$ cat src/rtl/iscPkg.sv
package iscPkg;
  typedef enum logic [1:0] {
    MODE_UNPROG = 2'd0,
    MODE_ACCESS = 2'd1,
    MODE_CMPLT  = 2'd2,
    MODE_OPER   = 2'd3
  } modeT;

  typedef struct packed {
    logic setEn;
    logic clrEn;
    logic latchDone;
    logic clrDone;
    logic arm;
    logic disarm;
    logic ioOff;
    logic ioOn;
    logic shutReq;
    logic startReq;
  } strobeT;
endpackage

$ cat src/rtl/iscControl.sv
module iscControl
  import iscPkg::*;
(
  input  logic   clk,
  input  logic   rstN,
  input  logic   tlrIn,
  input  logic   enExec,
  input  logic   disExec,
  input  logic   disLoad,
  input  logic   otherExec,
  input  logic   startupDone,
  input  logic   doneFlag,
  input  logic   pending,
  output modeT   modeQ,
  output strobeT stb
);
  modeT modeD;
  // On leaving Complete or Accessed via reset/resolve: done picks the exit.
  modeT resolveMode;

  always_comb resolveMode = doneFlag ? MODE_OPER : MODE_UNPROG;

  always_comb begin
    modeD = modeQ;
    stb   = '0;
    unique case (modeQ)
      MODE_UNPROG: begin
        if (!tlrIn && enExec) begin
          modeD     = MODE_ACCESS;
          stb.setEn = 1'b1;
        end
      end
      MODE_ACCESS: begin
        if (tlrIn) begin
          modeD      = resolveMode;
          stb.clrEn  = 1'b1;
          stb.disarm = 1'b1;
          stb.clrDone = !doneFlag;
        end else if (startupDone && pending) begin
          modeD         = MODE_CMPLT;
          stb.clrEn     = 1'b1;
          stb.latchDone = 1'b1;
          stb.disarm    = 1'b1;
        end else if (disExec && !pending) begin
          stb.arm      = 1'b1;
          stb.startReq = 1'b1;
        end
      end
      MODE_CMPLT: begin
        if (tlrIn || (otherExec && !disLoad)) begin
          modeD       = resolveMode;
          stb.clrDone = !doneFlag;
        end else if (enExec) begin
          modeD     = MODE_ACCESS;
          stb.setEn = 1'b1;
        end
      end
      MODE_OPER: begin
        if (!tlrIn && enExec) begin
          modeD       = MODE_ACCESS;
          stb.setEn   = 1'b1;
          stb.shutReq = 1'b1;
          stb.disarm  = 1'b1;
        end else if (!tlrIn && startupDone && pending) begin
          stb.ioOn   = 1'b1;
          stb.disarm = 1'b1;
        end else if (!tlrIn && disExec && !pending) begin
          stb.arm      = 1'b1;
          stb.startReq = 1'b1;
        end
      end
      default: modeD = MODE_UNPROG;
    endcase
    if (modeD != modeQ) stb.ioOff = 1'b1;
  end

  always_ff @(posedge clk or negedge rstN) begin
    if (!rstN) modeQ <= MODE_UNPROG;
    else       modeQ <= modeD;
  end
endmodule

$ cat src/rtl/iscDatapath.sv
module iscDatapath
  import iscPkg::*;
(
  input  logic   clk,
  input  logic   rstN,
  input  strobeT stb,
  input  logic   cfgOk,
  output logic   enFlag,
  output logic   doneFlag,
  output logic   pending,
  output logic   ioOffQ,
  output logic   shutPulse,
  output logic   startPulse
);
  always_ff @(posedge clk or negedge rstN) begin
    if (!rstN) begin
      enFlag     <= 1'b0;
      doneFlag   <= 1'b0;
      pending    <= 1'b0;
      ioOffQ     <= 1'b1;
      shutPulse  <= 1'b0;
      startPulse <= 1'b0;
    end else begin
      if (stb.setEn)          enFlag <= 1'b1;
      else if (stb.clrEn)     enFlag <= 1'b0;
      if (stb.latchDone)      doneFlag <= cfgOk;
      else if (stb.clrDone)   doneFlag <= 1'b0;
      if (stb.arm)            pending <= 1'b1;
      else if (stb.disarm)    pending <= 1'b0;
      if (stb.ioOff)          ioOffQ <= 1'b1;
      else if (stb.ioOn)      ioOffQ <= 1'b0;
      shutPulse  <= stb.shutReq;
      startPulse <= stb.startReq;
    end
  end
endmodule

$ cat src/rtl/iscTracker.sv
module iscTracker
  import iscPkg::*;
(
  input  logic       clk,
  input  logic       rstN,
  input  logic       tlrIn,
  input  logic       enExec,
  input  logic       disExec,
  input  logic       disLoad,
  input  logic       otherExec,
  input  logic       cfgOk,
  input  logic       startupDone,
  output logic [1:0] mode,
  output logic       iscEnabled,
  output logic       iscDone,
  output logic       shutdownReq,
  output logic       startupReq,
  output logic       ioDisable
);
  modeT   modeQ;
  strobeT stb;
  logic   doneFlag;
  logic   pending;

  iscControl u_ctrl (
    .clk(clk), .rstN(rstN), .tlrIn(tlrIn), .enExec(enExec),
    .disExec(disExec), .disLoad(disLoad), .otherExec(otherExec),
    .startupDone(startupDone), .doneFlag(doneFlag), .pending(pending),
    .modeQ(modeQ), .stb(stb)
  );

  iscDatapath u_dp (
    .clk(clk), .rstN(rstN), .stb(stb), .cfgOk(cfgOk),
    .enFlag(iscEnabled), .doneFlag(doneFlag), .pending(pending),
    .ioOffQ(ioDisable), .shutPulse(shutdownReq), .startPulse(startupReq)
  );

  assign mode    = modeQ;
  assign iscDone = doneFlag;
endmodule

$ cat config.mk
export PLATFORM = sky130hd
export DESIGN_NAME = iscTracker
export DESIGN_NICKNAME = d
export VERILOG_FILES = /design/src/rtl/iscPkg.sv /design/src/rtl/iscControl.sv /design/src/rtl/iscDatapath.sv /design/src/rtl/iscTracker.sv
export SDC_FILE = /design/constraint.sdc
export NUM_CORES = 1
export LEC_CHECK = 0
export ABC_AREA = 1
export BUFFER_PORTS_ARGS = -buffer_cell sky130_fd_sc_hd__buf_2
export CORE_MARGIN = 3
export CORE_UTILIZATION = 30
export CTS_CLUSTER_SIZE = 30
export DETAILED_ROUTE_END_ITERATION = 8
export HOLD_SLACK_MARGIN = 0.15
export PLACE_DENSITY = 0.62
export SLEW_MARGIN = 20
export SYNTH_ARGS = -nofsm -noshare
export SYNTH_HDL_FRONTEND = slang
export SYNTH_SLANG_ARGS = --single-unit
$ cat constraint.sdc
create_clock -name clk -period 1.7 [get_ports clk]
set_input_delay 0 -clock clk [delete_from_list [all_inputs] [get_ports clk]]
set_output_delay 0 -clock clk [all_outputs]
set_load 0.02 [all_outputs]
# Word-level counts from Yosys, hierarchy flattened
# Index checks and enable logic that the tools add are counted.
[totals] regBits=8 inputBits=9 output_inout_bits=7 word_cells=71
[classes] eq_ne=4 n_mux=41 reduce_logical=19
[ops] operator="two-way mux 1 bit" count=27
[ops] operator="two-way mux 2 bit" count=9
[ops] operator="logical AND 1 bit" count=8
[ops] operator="nonzero test 2 bit" count=4
[ops] operator="one-hot mux 1 bit (2 select lines)" count=3
[ops] operator="one-hot mux 2 bit (3 select lines)" count=1
[ops] operator="== test 2 bit (second input constant)" count=2
[ops] operator="logical NOT 1 bit" count=4
[ops] operator="one-hot mux 2 bit (2 select lines)" count=1
[ops] operator="== test 2 x 1 -> 1 bit (second input constant)" count=1
[ops] operator="logical NOT 2 bit" count=1
[ops] operator="!= test 2 bit" count=1
[ops] operator="OR reduction 2 bit" count=1
[ops] operator="logical OR 1 bit" count=1

# Logic depth before layout (Yosys ltp)
# Gate-level depths: netlist of the first run.
[logic_depth] word_depth=9 ltp_mapped=11 mapped_depth_nobuf=11

# By module
# Synthesis of the first run repeated with hierarchy kept, for this count alone.
[hier_totals] hier_cells=76 area_unflattened_um2=544.3
[modules_own_cells] module="iscControl" n_inst=1 cells_per_inst=60 area_each_um2=344.1 seq_area_each_um2=50.0
[modules_own_cells] module="iscDatapath" n_inst=1 cells_per_inst=16 area_each_um2=200.2 seq_area_each_um2=151.4

# Worst setup path before layout of the first run
# No wires, ideal clock.
[synth_timing] kind="register -> register" from="register u_ctrl.modeQ[1]" to="register u_dp.ioOffQ" setup_ns=0.077 t_arrival_ns=1.371 t_required_ns=1.623 setup_slack_ns=0.252 path_stages_with_launch=10 path_buffers=0 synth_period_minus_slack_ns=1.448 cell_sequence="dfrtp_1 -> inv_1 -> ha_1 -> inv_2 -> a21oi_1 -> o211ai_1 -> nand2_1 -> nand2_1 -> nand2_1 -> nand2_1"
[synth_via] elab_chain_len=6 word_cells_on_any_way=16 cone_classes="eq/ne (4); mux (9); reduce/logical (3)"
[synth_lines] element="start, declared" line="iscControl.sv:14" rtl="output modeT modeQ,"
[synth_lines] element="start signal, assigned" line="iscControl.sv:79" rtl="else modeQ <= modeD;"
[synth_lines] element="== test 2 bit / logical NOT 2 bit (equally long branches)" line="iscControl.sv:26" rtl="unique case (modeQ)"
[synth_lines] element="OR reduction 2 bit (no source line)"
[synth_lines] element="one-hot mux 2 bit (3 select lines) *" line="iscControl.sv:26"
[synth_lines] element="named net u_ctrl.modeD[0]" line="iscControl.sv:17" rtl="modeT modeD;"
[synth_lines] element="!= test 2 bit *" line="iscControl.sv:74" rtl="if (modeD != modeQ) stb.ioOff = 1'b1;"
[synth_lines] element="two-way mux 1 bit *" line="iscControl.sv:74"
[synth_lines] element="two-way mux 1 bit / nonzero test 2 bit (equally long branches)"
[synth_lines] element="end signal, assigned" line="iscDatapath.sv:20" rtl="ioOffQ <= 1'b1;"
[synth_lines] element="end signal, assigned" line="iscDatapath.sv:30" rtl="if (stb.ioOff) ioOffQ <= 1'b1;"
[synth_lines] element="end signal, assigned" line="iscDatapath.sv:31" rtl="else if (stb.ioOn) ioOffQ <= 1'b0;"
[synth_lines] element="end, declared" line="iscDatapath.sv:11" rtl="output logic ioOffQ,"
# The timed path passes the listed nets; every way through them passes the cells marked *.
# A chain may end at the register's enable or synchronous reset.

# Worst setup path in the final report of the first run
# Ends and elaborated chain as after synthesis.

==> results of run 1 <==
==> metal layers <==
layer  wire, microns  up-vias  track usage
met5               0        -            0
li1                -      280            -
met1             593      247        0.190
met3             101        2       0.0575
met2             586       15        0.201
met4               8        0       0.0166
==> cell families (layout without fill, tap and decap cells) <==
group,after synthesis,in the layout,synth area share
fa+ha+maj,3,3,0.0743
simple gates,33,33,0.272
flops,8,8,0.399
buf+inv,13,37,0.0965
compound gates,14,14,0.158
==> registers in the layout (all words and copies together), names as in the netlist <==
name,count
u_dp.doneFlag,1
u_dp.enFlag,1
u_dp.pending,1
u_dp.shutPulse,1
u_dp.ioOffQ,1
u_ctrl.modeQ,2
u_dp.startPulse,1
==> timing repair <==
action,in CTS,in global routing
gates resized for setup,0,1
hold buffers,5,0
setup endpoints to repair,0,1
hold endpoints to repair,11,0
==> power by group <==
group	total (mW)	internal, mW	switching (mW)
Clock	0.162	0.0902	0.0714
Sequential	0.327	0.259	0.0682
Combinational	0.583	0.209	0.374
==> per-stage QoR <==
step / util / instance area [sq um] / hold WS (ns) / power (mW)
after global routing: 0.440 / 678 / 0.193 / 1.19
final: 0.440 / 678 / 0.150 / 1.07
after floorplan: - / 505 / -0.296 / 0.733
after detailed placement: 0.390 / 601 / -0.146 / 0.896
after CTS: 0.439 / 677 / 0.154 / 1.07
after global placement: 0.390 / 601 / -0.147 / 0.884
==> final cells by class <==
type	instances	area, sq um
Sequential cell	8	203
Tap cell	16	20.0
Multi-Input combinational cell	50	255
Fill cell	172	863
Inverter	13	48.8
Clock buffer	4	26.3
Timing Repair Buffer	20	125
==> critical path, cell delays in order (launching register included) <==
cell and delay [ns]:
dfrtp_2 0.45, inv_1 0.09, ha_1 0.22, inv_2 0.09, a21oi_1 0.16, o211ai_1 0.15
nand2_1 0.11, nand2_1 0.05, nand2_1 0.06, nand2_1 0.05
==> layout by cell type (no fill, tap or decap), types with 4 or more instances in the layout <==
master,instances
dfrtp_1,6
nor2_1,6
buf_2,15
dlygate4sd3_1,5
inv_2,4
nand2_1,18
nand3_1,7
inv_1,9
a21oi_1,6
==> how the worst max path moves through the flow <==
stage                          from     endpoint  slack, ns
floorplan           u_ctrl.modeQ[1]  u_dp.ioOffQ       0.25
global placement    u_ctrl.modeQ[1]  u_dp.ioOffQ       0.22
detailed placement  u_ctrl.modeQ[1]  u_dp.ioOffQ       0.19
CTS                 u_ctrl.modeQ[1]  u_dp.ioOffQ       0.18
global route        u_ctrl.modeQ[1]  u_dp.ioOffQ      0.007
finish              u_ctrl.modeQ[1]  u_dp.ioOffQ       0.20
==> metrics.yaml, run 1 <==
critical_path:
  ff2ff_setup_slack_ns: 0.20
  crit_path_start_kind: "flip-flop"
  path_max_fanout: 8
  r2r_end: "u_dp.ioOffQ"
  timing.rr.start: "u_ctrl.modeQ[1]"
  required_ns: 1.89
  reg2regPathDepth: 9
  endpoint_kind: "flip-flop"
  crit_type: "reg2reg"
  arrival_ns: 1.70
hold_path:
  min_to: "u_dp.doneFlag"
  hp-start: "startupDone"
  hold_path.class: "in2reg"
  hold_depth: 6
detailed_routing:
  drt-initial-drc-count: 8
  remaining_drc_errors: 0
  wl_per_cell_microns: 11.6
  drtPass1Iterations: 4
  drtAntennaViolNets: 0
  wirelength_mm: 1.29
  vias: 544
  avgViaCountPerCell: 4.90
global_routing:
  antenna_found_initial: 0
  grt_usage: 0.136
  grt_max_degree: 9
  gr-total-overflow: 0
  grt_pass1_vias: 499
  grt_pass1_wl_mm: 2.12
synth:
  yosysMostFrequentCell: "nand2_1"
  ys_top_cells_by_area: "dfrtp_1, nand2_1, ha_1"
  async_reset_ff_frac: 1.00
  ys_top_cells_by_count: "nand2_1, inv_1, dfrtp_1, nand3_1"
  netlist_area_sq_um: 505
  synthFlopType: "dfrtp_1"
  postSynthCellCount: 71
  synth_seq_area_share: 0.399
  ys_warn_count: 0
  synth-seq-cells: 8
  synth_top_area_frac: 0.347
  synth_area_per_cell_sq_um: 7.12
  synth_nets: 83
  synth_cell_types: 17
  yosys.area.top_type: "dfrtp_1"
  synth_edf_count: 0
sta:
  fin_ws_ns: 0.195
  slew_viol_final: 0
  tns_ns: 0
  relSlewSlack: 0.769
  post-route-period-util: 0.885
  grt_setup_unrepaired: "false"
  setup_viol: 0
  finalClockSkew_ns: 0.00405
  fmax_mhz: 664
  hold_viol_final: 0
  finalCriticalPeriod_ns: 1.50
  tightest_slew_ns: 0.346
cts:
  cts_max_level: 1
  cts_tree: "done"
  clockBufferDepth: 2
  cts_sinks: 8
  post_cts.repair.setup_buffers: 0
  cts_made_buffers: 3
  clk_pin_slew_ns: 0.06
  cts_root_buffer: "clkbuf_4"
  clk-insertion-delay-late_ns: 0.26
cells_and_area:
  drive_gt1_frac: 0.274
  finalNonFillerCells: 111
  insertedDiodeCount: 0
  syn2layout_area_growth_pct: 34.2
  fin_nets: 108
power_and_ir_drop:
  leakage_nw: 0.355
  ir_drop_mv: 0.735
  power_density_mw_per_mm2: 1580
placement:
  hpwl_microns: 966
  dp_slack_ns: 0.188
  port_buffers: 15
  place.gp.congestion: 0.838
  dp.cells: 102
flow_run:
  cap_violations: 0
floorplanning:
  rows: 14
  chipWidth_microns: 47.1
  fp.dieH_microns: 47.1
  coreArea_sq_mm: 0.00154
  initial_core_util: 0.328
  io_pins: 16
  die-area_sq_mm: 0.00221
outcome:
  run_status: "finished clean"
Note: power is estimated with default switching activity, not from simulation.
==> run 2, diff against run 1 <==
--- a/config.mk
+++ b/config.mk
@@ -6,13 +6,12 @@
 export NUM_CORES = 1
 export LEC_CHECK = 0
 export ABC_AREA = 1
-export BUFFER_PORTS_ARGS = -buffer_cell sky130_fd_sc_hd__buf_2
 export CORE_MARGIN = 3
 export CORE_UTILIZATION = 30
 export CTS_CLUSTER_SIZE = 30
 export DETAILED_ROUTE_END_ITERATION = 8
+export DONT_BUFFER_PORTS = 1
 export HOLD_SLACK_MARGIN = 0.15
-export PLACE_DENSITY = 0.62
 export SLEW_MARGIN = 20
 export SYNTH_ARGS = -nofsm -noshare
 export SYNTH_HDL_FRONTEND = slang
==> run 2 against run 1 <==
Effect of this change:
- first-iteration DRC count up 130%
- register-to-register slack worse by 0.09 ns
- non-clock buffer count down 4
- power up 3.1%
- clock-buffer cell count unchanged
- utilization up 1.7 points
- sequential share of layout area down 1.3 points
- critical endpoint is now u_dp.doneFlag
- largest cell class unchanged
- highest routed layer unchanged
==> metrics.yaml, run 2 (same netlist as run 1, synthesis figures left out) <==
outcome:
  run_status: "finished clean"
critical_path:
  crit_family: "buffers and inverters"
  path_max_fanout: 5  # -3
  path_cells: "inv_1 -> ha_2 -> nand2_1 -> o21ai_1 -> dlygate4sd3_1 -> inv_1"
  crit_buf_inv: 3  # +1
  cpMaxStageDelayCell: "dlygate4sd3_1"
  required_ns: 1.86  # -0.03 ns
  cpPeakStageDelay_ns: 0.55  # +0.10 ns
  crit_type: "reg2reg"
  arrival_ns: 1.76  # +0.06 ns
  crit_path_start_kind: "flip-flop"
  endpoint_kind: "flip-flop"
  crit_top_cell: "inv_1"
sta:
  tightest_slew_ns: 0.371  # +0.0249 ns
  finalCriticalPeriod_ns: 1.60  # +0.0926 ns
  tns_ns: 0  # unchanged
  finalClockSkew_ns: 0.00379  # -0.000258 ns
  post-route-period-util: 0.940  # +0.0545
  relSlewSlack: 0.752  # -0.0166
  fin_ws_ns: 0.102  # -0.0926 ns
  slew_viol_final: 0  # unchanged
  setup_viol: 0  # unchanged
  fmax_mhz: 626  # -5.8%
  hold_viol_final: 0  # unchanged
detailed_routing:
  wirelength_mm: 1.30  # +1.1%
  drtPass1Iterations: 4  # unchanged
  drt-initial-drc-count: 18  # +10
  wl_per_cell_microns: 12.2  # +4.9%
  drtAntennaViolNets: 0  # unchanged
  remaining_drc_errors: 0  # unchanged
  vias: 513  # -5.7%
  avgViaCountPerCell: 4.79  # -2.2%
cells_and_area:
  syn2layout_area_growth_pct: 39.4
  fin_util: 0.457  # +0.0170
  largest_register_ffs: 2  # unchanged
  regMostFlops: "u_ctrl.modeQ"
  fillCellCount: 156  # -9.3%
  final_cell_mix: "nand2_1, dlygate4sd3_1, inv_1"
  drive_gt1_frac: 0.165  # -0.109
  insertedDiodeCount: 0  # unchanged
  finalNonFillerCells: 107  # -3.6%
  final_common_cell: "nand2_1"
  fin_nets: 104  # -3.7%
floorplanning:
  coreArea_sq_mm: 0.00154  # unchanged
  io_pins: 16  # unchanged
  die-area_sq_mm: 0.00221  # unchanged
  initial_core_util: 0.328  # unchanged
  fp.dieH_microns: 47.1  # unchanged
  chipWidth_microns: 47.1  # unchanged
  rows: 14  # unchanged
global_routing:
  grt_pass1_vias: 506  # +1.4%
  grt_pass1_wl_mm: 2.15  # +1.3%
  grt_usage: 0.147  # +0.0112
  grt_max_degree: 9  # unchanged
  gr-total-overflow: 0  # unchanged
  antenna_found_initial: 0  # unchanged
placement:
  place.gp.congestion: 0.848  # +1.2%
  dp_slack_ns: 0.244  # +0.0560 ns
  dp.cells: 89  # -13%
  hpwl_microns: 925  # -4.3%
  port_buffers: 0  # -15
cts:
  clockBufferDepth: 2  # unchanged
  cts_max_level: 1  # unchanged
  clk_pin_slew_ns: 0.06  # about the same
  cts_root_buffer: "clkbuf_4"
  cts_sinks: 8  # unchanged
  clk-insertion-delay-late_ns: 0.26  # about the same
  cts_made_buffers: 3  # unchanged
  cts_tree: "done"
power_and_ir_drop:
  leakage_nw: 0.343  # -3.3%
  power_density_mw_per_mm2: 1570  # -0.75%
  ir_drop_mv: 0.811  # +10%
hold_path:
  hold_path.class: "in2reg"
flow_run:
  cap_violations: 0  # unchanged
## run 2: cell count changes in the layout (fill, tap and decap cells not counted)
| cell | delta |
|---|---|
| dfrtp_2 | -1 |
| buf_4 | +4 |
| o21ai_0 | -1 |
| o21ai_1 | +1 |
| dfrtp_1 | +1 |
| buf_2 | -15 |
| ha_2 | +1 |
| dlygate4sd3_1 | +7 |
| ha_1 | -1 |
## run 2: where the power goes
part,switching (mW),leakage [nW],total (mW),internal (mW)
Sequential,0.0925,0.0980,0.350,0.257
Combinational,0.349,0.230,0.598,0.248
Clock,0.0680,0.0150,0.158,0.0900
## run 2: final cells by class
class,count,area [sq um],area share
Clock buffer,4,26.3,0.0373
Tap cell,16,20.0,0.0284
Sequential cell,8,201,0.286
Multi-Input combinational cell,50,258,0.366
Inverter,13,48.8,0.0693
Timing Repair Buffer,16,150,0.213
## run 2: path summary, 6_finish.rpt
path | startpoint | to | slack, ns | cells after the start
min in group asynchronous | rstN | u_dp.doneFlag | 0.63 | 2
max | u_ctrl.modeQ[1] | u_dp.doneFlag | 0.10 | 6
min reg2reg | u_dp.pending | u_dp.pending | 0.61 | 2
min | disLoad | u_ctrl.modeQ[0] | 0.23 | 7
max in group asynchronous | rstN | u_dp.ioOffQ | 0.75 | 2
max reg2reg | u_ctrl.modeQ[1] | u_dp.doneFlag | 0.10 | 6
## run 2: metal layers
layer,routed length (microns),share of wire,vias to the layer above,GRT usage
li1,-,-,269,-
met1,578,0.44,222,0.164
met2,590,0.45,18,0.220
met3,103,0.079,4,0.0728
met4,31,0.024,0,0.0994
met5,0,0,-,0
## run 2: worst reg2reg max path: stages (launching register included)
cell           delay [ns]
dfrtp_1              0.42
inv_1                0.10
ha_2                 0.21
nand2_1              0.08
o21ai_1              0.11
dlygate4sd3_1        0.55
inv_1                0.04
## run 2: metrics by stage
| stage | total power, mW | instance area, sq um | hold slack, ns |
|---|---|---|---|
| 5_1_grt | 1.24 | 704 | 0.294 |
| 6_report | 1.11 | 704 | 0.230 |
| 3_3_place_gp | 0.856 | 541 | -0.295 |
| 4_1_cts | 1.08 | 687 | 0.216 |
| 3_5_place_dp | 0.864 | 541 | -0.295 |
| 2_1_floorplan | 0.733 | 505 | -0.296 |
## run 2: timing repair
item                                   4_1_cts  5_1_grt
endpoints found under the hold margin       16        3
buffers inserted                             0        2
hold buffers                                12        1
gates resized for setup                      0        2
setup endpoints to repair                    0        2
==> run 3, diff against run 2 <==
==> constraint.sdc (replaced) <==
create_clock -name clk -period 1.3 [get_ports clk]
set_input_delay 0 -clock clk [delete_from_list [all_inputs] [get_ports clk]]
set_output_delay 0 -clock clk [all_outputs]
set_load 0.02 [all_outputs]
==> run 3 against run 2 <==
Effect of this change:
- the run now ends with negative hold slack, negative setup slack left
- combinational power increased by 76%
- utilization is 3.3 points higher
- sequential cell count unchanged
- fmax increased by 20%
- routed wire length rose by 0.61%
- global-route usage down 1.7 points
- design area grew 7.3%
- first-iteration DRC count shrank 78%
- sequential share of layout area fell by 1.6 points
- die area is the same
- final cell count increased by 2.8%
- clock-buffer cell count unchanged
- critical path type unchanged
- largest cell class unchanged
==> metrics.yaml, run 3 (same netlist as run 1, synthesis figures left out) <==
outcome:
  run_status: "complete, but fails checks"
  failed_checks: "negative hold slack, negative setup slack"
placement:
  hpwl_microns: 986  # +6.6%
  port_buffers: 0  # unchanged
  dp.cells: 99  # +11%
  post_dp_cell_area_sq_um: 647  # +20%
  place.gp.congestion: 0.773  # -8.8%
floorplanning:
  coreArea_sq_mm: 0.00154  # unchanged
  fp.dieH_microns: 47.1  # unchanged
  io_pins: 16  # unchanged
  rows: 14  # unchanged
  die-area_sq_mm: 0.00221  # unchanged
  chipWidth_microns: 47.1  # unchanged
  initial_core_util: 0.328  # unchanged
sta:
  relSlewSlack: 0.729  # -0.0234
  finalClockSkew_ns: 0.0120  # +0.00816 ns
  tightest_slew_ns: 0.406  # +0.0350 ns
  post-route-period-util: 1.03  # +0.0863
  hold_viol_final: 2  # +2
  finalCriticalPeriod_ns: 1.33  # -0.264 ns
  grt_setup_unrepaired: "true"
  fmax_mhz: 750  # +20%
  fin_hold_ws_ns: -0.0354  # -0.265 ns
  slew_viol_final: 0  # unchanged
  fin_ws_ns: -0.0338  # -0.136 ns
  setup_viol: 1  # +1
detailed_routing:
  avgViaCountPerCell: 4.81  # +0.31%
  drtPass1Iterations: 4  # unchanged
  drtAntennaViolNets: 0  # unchanged
  remaining_drc_errors: 0  # unchanged
  drt-initial-drc-count: 4  # -14
  wl_met3_microns: 113  # +9.7%
  vias: 529  # +3.1%
  wl_met2_microns: 620  # +5.1%
  route.layer.met1.wl_microns: 568  # -1.7%
  wl_per_cell_microns: 11.9  # -2.1%
  wirelength_mm: 1.31  # +0.61%
  top_layer: "met4"
cells_and_area:
  fin_nets: 107  # +2.9%
  fillCellCount: 153  # -1.9%
  insertedDiodeCount: 0  # unchanged
  multi_input_area_sq_um: 299  # +16%
  final_cell_mix: "nand2_1, buf_4, inv_1"
  drive_gt1_frac: 0.362  # +0.197
  syn2layout_area_growth_pct: 49.5
  seq_area_sq_um: 204  # +1.2%
  finalNonFillerCells: 110  # +2.8%
  regMostFlops: "u_ctrl.modeQ"
  largest_register_ffs: 2  # unchanged
  final_common_cell: "nand2_1"
  fin_area_sq_um: 756  # +7.3%
global_routing:
  grt_pass1_vias: 466  # -7.9%
  grt_pass1_wl_mm: 1.96  # -8.7%
  grt_usage: 0.130  # -0.0174
  grt_max_degree: 9  # unchanged
  gr-total-overflow: 0  # unchanged
  antenna_found_initial: 0  # unchanged
flow_run:
  cap_violations: 0  # unchanged
cts:
  holdBufCountCts: 6  # -6
  cts_sinks: 8  # unchanged
  clk-insertion-delay-late_ns: 0.26  # about the same
  clockBufferDepth: 2  # unchanged
  cts_tree: "done"
  cts_root_buffer: "clkbuf_4"
  clk_pin_slew_ns: 0.07  # about the same
  cts_made_buffers: 3  # unchanged
  cts_max_level: 1  # unchanged
hold_path:
  min_to: "u_ctrl.modeQ[0]"
  hold_path.class: "in2reg"
  hold_depth: 2  # -5
  hp-start: "tlrIn"
critical_path:
  reg2regPathDepth: 9  # +3
  path_cells: "inv_2 -> ha_4 -> nand3_2 -> nand2_2 -> nand2_2 -> nand3_2 -> nand2_1 -> nor2_1 -> nand2_1"
  required_ns: 1.48  # -0.38 ns
  cpMaxStageDelayCell: "dfrtp_2"
  crit_family: "simple AND/OR/NAND/NOR gates"
  crit_start: "u_ctrl.modeQ[0]"
  timing.rr.start: "u_ctrl.modeQ[0]"
  ff2ff_setup_slack_ns: -0.03  # -0.14 ns
  crit_path_start_kind: "flip-flop"
  crit_buf_inv: 1  # -2
  arrival_ns: 1.51  # -0.25 ns
  path_max_fanout: 5  # unchanged
  r2r_end: "u_dp.ioOffQ"
  crit_type: "reg2reg"
  endpoint_kind: "flip-flop"
  cpPeakStageDelay_ns: 0.44  # -0.11 ns
power_and_ir_drop:
  power.total_mw: 1.73  # +57%
  power_density_mw_per_mm2: 2290  # +46%
  leakage_nw: 0.360  # +5.1%
  ir_drop_mv: 0.850  # +4.8%
==> run 3: how the worst max path moves through the flow <==
stage,depth (start not counted),end
floorplan,9,u_dp.ioOffQ
global placement,9,u_dp.ioOffQ
detailed placement,9,u_dp.ioOffQ
CTS,9,u_dp.ioOffQ
global route,9,u_dp.ioOffQ
finish,9,u_dp.ioOffQ
==> run 3: timing repair <==
| item | 4_1_cts | 5_1_grt |
|---|---|---|
| endpoints found under the hold margin | 16 | 6 |
| buffers inserted | 0 | 1 |
| resized for setup | 2 | 2 |
| endpoints found under the setup margin | 1 | 3 |
==> run 3: worst register-to-register path, stage by stage (launching register included) <==
cell	delay [ns]
dfrtp_2	0.44
inv_2	0.07
ha_4	0.28
nand3_2	0.08
nand2_2	0.07
nand2_2	0.07
nand3_2	0.06
nand2_1	0.05
nor2_1	0.08
nand2_1	0.05
==> run 3: final cells by class <==
class	instances	area share
timing repair buffer	19	0.209
sequential	8	0.270
inverter	13	0.0646
clock buffer	4	0.0348
tap	16	0.0265
multi-input combinational	50	0.396
==> run 3: per-layer routing <==
layer / global-route usage / vias to the layer above
met5: 0 / -
met2: 0.217 / 16
met1: 0.156 / 234
met4: 0.0331 / 0
met3: 0.0498 / 2
li1: - / 277
==> run 3: power breakdown <==
part	switching, mW	leakage (nW)	internal, mW
registers	0.131	0.0956	0.342
logic	0.541	0.250	0.507
clock network	0.0944	0.0150	0.118
==> run 3: per-stage QoR <==
step,TNS (ns),setup WS (ns),util
final,-0.0338,-0.0338,0.490
after global routing,-0.128,-0.128,0.490
after CTS,-0.00386,-0.00386,0.482
after detailed placement,0,0.0111,0.420
after global placement,0,0.0118,0.420
after floorplan,-0.0113,-0.0113,-
